### src/rtl/turbo_pair_encoder.sv
module turbo_pair_encoder #(
  parameter int K_BITS = 1784
) (
  input  logic       clk,
  input  logic       rst_n,
  input  logic       start,
  input  logic [1:0] rate_sel,
  input  logic       sym_en,
  input  logic       info_a,
  input  logic       info_b,
  output logic       bit_take,
  output logic       sym_out,
  output logic       sym_vld,
  output logic       sym_last
);

  localparam int STEPS = K_BITS + 4;
  localparam int CW    = $clog2(STEPS + 1);
  localparam logic [4:0] TAP_P  = 5'b11011;
  localparam logic [4:0] TAP_Q  = 5'b10101;
  localparam logic [4:0] TAP_R  = 5'b11111;
  localparam logic [4:0] TAP_S  = 5'b11101;
  localparam logic [4:0] TAP_T  = 5'b10111;

  function automatic logic parity(input logic [4:0] tap, input logic a, input logic [3:0] d);
    parity = ^(tap & {a, d[0], d[1], d[2], d[3]});
  endfunction

  logic [3:0]    st_a, st_b;
  logic [1:0]    rate_q;
  logic          busy;
  logic [CW-1:0] step;
  logic [2:0]    pos;
  logic [5:0]    grp;
  logic [5:0]    grp_new;
  logic [2:0]    n_sym;

  wire grp_start = busy & sym_en & ~start & (pos == 3'd0);
  wire in_data   = step < CW'(K_BITS);

  wire fb_a = st_a[2] ^ st_a[3];
  wire fb_b = st_b[2] ^ st_b[3];
  wire u_a  = in_data ? info_a : fb_a;
  wire u_b  = in_data ? info_b : fb_b;
  wire a_a  = u_a ^ fb_a;
  wire a_b  = u_b ^ fb_b;

  wire last_sym = busy & sym_en & ~start & (pos == n_sym - 3'd1) & (step == CW'(STEPS));

  assign bit_take = grp_start & in_data;

  always_comb begin
    case (rate_q)
      2'd0:    n_sym = 3'd2;
      2'd1:    n_sym = 3'd3;
      2'd2:    n_sym = 3'd4;
      default: n_sym = 3'd6;
    endcase
  end

  always_comb begin
    case (rate_q)
      2'd0: grp_new = {4'b0,
                       step[0] ? parity(TAP_P, a_b, st_b) : parity(TAP_P, a_a, st_a),
                       u_a};
      2'd1: grp_new = {3'b0, parity(TAP_P, a_b, st_b), parity(TAP_P, a_a, st_a), u_a};
      2'd2: grp_new = {2'b0, parity(TAP_P, a_b, st_b), parity(TAP_R, a_a, st_a),
                       parity(TAP_Q, a_a, st_a), u_a};
      default: grp_new = {parity(TAP_R, a_b, st_b), parity(TAP_P, a_b, st_b),
                          parity(TAP_T, a_a, st_a), parity(TAP_S, a_a, st_a),
                          parity(TAP_R, a_a, st_a), u_a};
    endcase
  end

  always_ff @(posedge clk or negedge rst_n) begin
    if (!rst_n) begin
      st_a     <= '0;
      st_b     <= '0;
      rate_q   <= '0;
      busy     <= 1'b0;
      step     <= '0;
      pos      <= '0;
      grp      <= '0;
      sym_out  <= 1'b0;
      sym_vld  <= 1'b0;
      sym_last <= 1'b0;
    end else if (start) begin
      st_a     <= '0;
      st_b     <= '0;
      rate_q   <= rate_sel;
      busy     <= 1'b1;
      step     <= '0;
      pos      <= '0;
      sym_vld  <= 1'b0;
      sym_last <= 1'b0;
    end else begin
      sym_vld  <= busy & sym_en;
      sym_last <= last_sym;
      if (busy && sym_en) begin
        if (pos == 3'd0) begin
          sym_out <= grp_new[0];
          grp     <= grp_new >> 1;
          st_a    <= {st_a[2:0], a_a};
          st_b    <= {st_b[2:0], a_b};
          step    <= step + 1'b1;
        end else begin
          sym_out <= grp[0];
          grp     <= grp >> 1;
        end
        pos <= (pos == n_sym - 3'd1) ? 3'd0 : pos + 3'd1;
        if (last_sym) busy <= 1'b0;
      end
    end
  end

endmodule

### config.mk
export PLATFORM = sky130hd
export DESIGN_NAME = turbo_pair_encoder
export DESIGN_NICKNAME = d
export VERILOG_FILES = /design/src/rtl/turbo_pair_encoder.sv
export SDC_FILE = /design/constraint.sdc
export NUM_CORES = 1
export LEC_CHECK = 0
export BUFFER_PORTS_ARGS = -buffer_cell sky130_fd_sc_hd__buf_2
export CORE_MARGIN = 4
export CORE_UTILIZATION = 30
export DETAILED_ROUTE_END_ITERATION = 6
export REMOVE_ABC_BUFFERS = 1
export SLEW_MARGIN = 30
export SYNTH_ARGS = -nofsm -noshare
export SYNTH_HDL_FRONTEND = slang
export SYNTH_SLANG_ARGS = --single-unit
### constraint.sdc
create_clock -name clk -period 2.76 [get_ports clk]
set_clock_uncertainty 0.1 [all_clocks]
set_input_delay 0.138 -clock clk [delete_from_list [all_inputs] [get_ports clk]]
set_output_delay 0.138 -clock clk [all_outputs]
set_load 0.005 [all_outputs]
==> flow_summary.yaml <==
sta:
  hold_viol: 0
  holdWs_ns: 0.07235
  rsz0062_at_grt: "false"
  final.setup.tns_ns: 0
  finalSetupViolCount: 0
  tightest_slew_ns: 0.7470
  relSlewSlack: 0.5020
  fmax_ghz: 0.4653
  fin_crit_ns: 2.149
  layout_setup_ws_ns: 0.6108
  fin_crit_sh: 0.7787
  slew_violations: 0
die:
  design.die.area_um2: 7369
  rows: 28
  initial_utilization: 0.3089
  io-pin-count: 12
  die_w_um: 85.85
  die_y_um: 85.85
  core_um2: 5886
clocking:
  root_buffer: "clkbuf_8"
  clk_pin_slew_ns: 0.07
  insertion_delay_ns: 0.29
  numCtsBuffers: 5
  h-tree-depth: 2
  cts.sinks: 33
  cts_tree: "done"
  cts_buffer_depth: 2
  cts_setup_buffers: 0
placement:
  dp_slack_ns: 0.6921
  gp_congestion: 0.8521
  port-buffer-count: 11
  place_hpwl_um: 2582
  placed_area_um2: 1952
grt:
  grt_pass1_wl_um: 6541
  grt_pass1_vias: 1357
  grt_overflow: 0
  grt_max_degree: 34
  antenna_found_initial: 0
  track_usage: 0.1123
synthesis:
  yosysWarnings: 0
  syn_avg_cell_area_um2: 10.04
  synth_cells: 181
  synth_adder_area_share: 0.06194
  synth_cell_types: 41
  ys_seq_elements: 33
  yosys.area_share.simple: 0.1693
  synth-xor-area-share: 0.1280
  synth_compound_gate_area_share: 0.1349
  syn_area_um2: 1818
  seq_area_frac_synth: 0.4542
  synth_top_family_by_area: "simple AND/OR/NAND/NOR gates"
  muxShareOfSynthArea: 0.01652
pwr:
  fin_total_pwr_w: 0.001125
  powerDensity_nw_per_um2: 540.0
  leakage_nw: 0.9482
  vdd_ir_drop_max_v: 0.0001993
layout:
  area_growth_pct: 14.59
  final_cell_mix: "dfrtp_1, nor2_1, nand2_1"
  layout_commonest_cell: "dfrtp_1"
  layout.nets: 214
  antenna_cells: 0
  fillers: 595
  drive_gt1_frac: 0.1616
  stdcell_area_um2: 2083
worst_setup_path:
  startpoint_type: "register"
  worstPathRequired_ns: 2.52
  path_class: "register to primary output"
  end_kind: "primary output"
  cp_max_fo: 9
  worstPathArrival_ns: 1.91
detailed_routing:
  detail-route-antenna-nets: 0
  first_iter_violations: 98
  viasPerCell: 4.791
  routed_wl_um: 3639
  vias: 1308
  remaining_drc_errors: 0
  drt_pass1_iterations: 4
  wire_per_inst_um: 13.33
status:
  status: "finished clean"
flow_run:
  maxCapViolCount: 0
min_path:
  hold_class: "primary input to register"
-- power by group --
| group | leakage (nW) | switching, W | total (W) | internal [W] |
|---|---|---|---|---|
| Clock | 0.0542 | 0.000185 | 0.000410 | 0.000225 |
| Combinational | 0.454 | 0.0000987 | 0.000175 | 0.0000759 |
| Sequential | 0.440 | 0.0000268 | 0.000540 | 0.000513 |
| Total | 0.948 | 0.000310 | 0.00112 | 0.000815 |
-- cell families after synthesis --
logic type / Yosys count
AO/OA/AOI/OAI: 35
adder cells (fa/ha/maj): 9
AND/OR/NAND/NOR: 62
buffers and inverters: 16
flip-flops: 33
XOR/XNOR: 23
multiplexers: 3
-- stage by stage --
step | cells | utilization
2_1_floorplan | 174 | -
3_3_place_gp | 262 | 0.3316
3_5_place_dp | 262 | 0.3316
4_1_cts | 273 | 0.3540
5_1_grt | 273 | 0.3540
6_report | 273 | 0.3540
-- registers in the layout, summed over array words and instances (netlist names) --
register,count
sym_out,1
st_b,4
rate_q,2
step,11
busy,1
grp,5
sym_last,1
sym_vld,1
pos,3
st_a,4
-- cell type report --
type,instances,area (um2),area share
multi-input cells,132,928.4,0.4456
clock buffers,7,96.34,0.04625
inverters,9,33.78,0.01622
clock inverters,1,5.005,0.002402
well taps,75,93.84,0.04505
repair buffers,16,100.1,0.04805
flip-flops and latches,33,825.8,0.3964
-- cells in the mapped netlist --
cell | instances | share of area
xnor2_2 | 2 | 0.018
a22oi_1 | 1 | 0.0041
a21oi_1 | 8 | 0.022
a22o_1 | 8 | 0.039
or2_2 | 1 | 0.0034
nand4_1 | 5 | 0.017
buf_2 | 2 | 0.0055
nand3_1 | 9 | 0.025
nand2b_1 | 1 | 0.0034
nor3_1 | 2 | 0.0055
ha_1 | 9 | 0.062
nor2b_2 | 1 | 0.0048
a32o_1 | 1 | 0.0055
a22o_2 | 1 | 0.0055
or3b_2 | 1 | 0.0048
nor2_1 | 17 | 0.035
a32oi_1 | 1 | 0.0048
or3_1 | 3 | 0.010
a31oi_1 | 2 | 0.0069
o22ai_1 | 1 | 0.0034
nand4b_1 | 1 | 0.0048
a21o_1 | 2 | 0.0083
xnor2_1 | 10 | 0.048
xor2_1 | 10 | 0.048
dfrtp_1 | 33 | 0.45
o21ai_2 | 1 | 0.0048
clkbuf_1 | 3 | 0.0062
nor4_1 | 1 | 0.0034
buf_1 | 1 | 0.0021
nand2_1 | 15 | 0.031
and3_1 | 3 | 0.010
nand4_2 | 1 | 0.0069
inv_2 | 1 | 0.0021
clkbuf_2 | 1 | 0.0028
o21ai_0 | 7 | 0.019
or2_1 | 1 | 0.0034
o211ai_2 | 1 | 0.0069
mux2i_1 | 3 | 0.017
a221oi_1 | 1 | 0.0048
inv_1 | 8 | 0.017
xor3_2 | 1 | 0.014
-- routing by layer --
metal	vias up	wire length, um	GRT usage
met3	7	139	0.03170
met5	-	0	0
met4	0	66	0.04317
met2	17	1636	0.1702
met1	624	1796	0.1519
li1	660	-	-
-- critical path, stage by stage, from the launching register on --
cell	delay, ns
dfrtp_1	0.46
nand2_1	0.14
or2_1	0.36
inv_2	0.17
nand2_1	0.12
nor2_1	0.22
buf_2	0.16
-- what timing repair did --
action | CTS | global route
gates resized for setup | 0 | 0
endpoints found under the hold margin | 35 | 0
hold buffers | 3 | 0
-- final timing paths --
check,startpoint,endpoint,slack [ns],depth (start not counted)
worst max register to register,step[9]$_DFFE_PN0P_,grp[1]$_DFFE_PN0P_,0.68,6
worst max-delay path,busy$_DFFE_PN0P_,bit_take,0.61,6
worst min register to register,sym_out$_DFFE_PN0P_,sym_out$_DFFE_PN0P_,0.39,2
max in group asynchronous,rst_n,step[8]$_DFFE_PN0P_,1.73,2
min in group asynchronous,rst_n,grp[0]$_DFFE_PN0P_,0.34,2
worst min-delay path,sym_en,pos[0]$_DFFE_PN0P_,0.07,3
(Power assumes the default switching activity.)
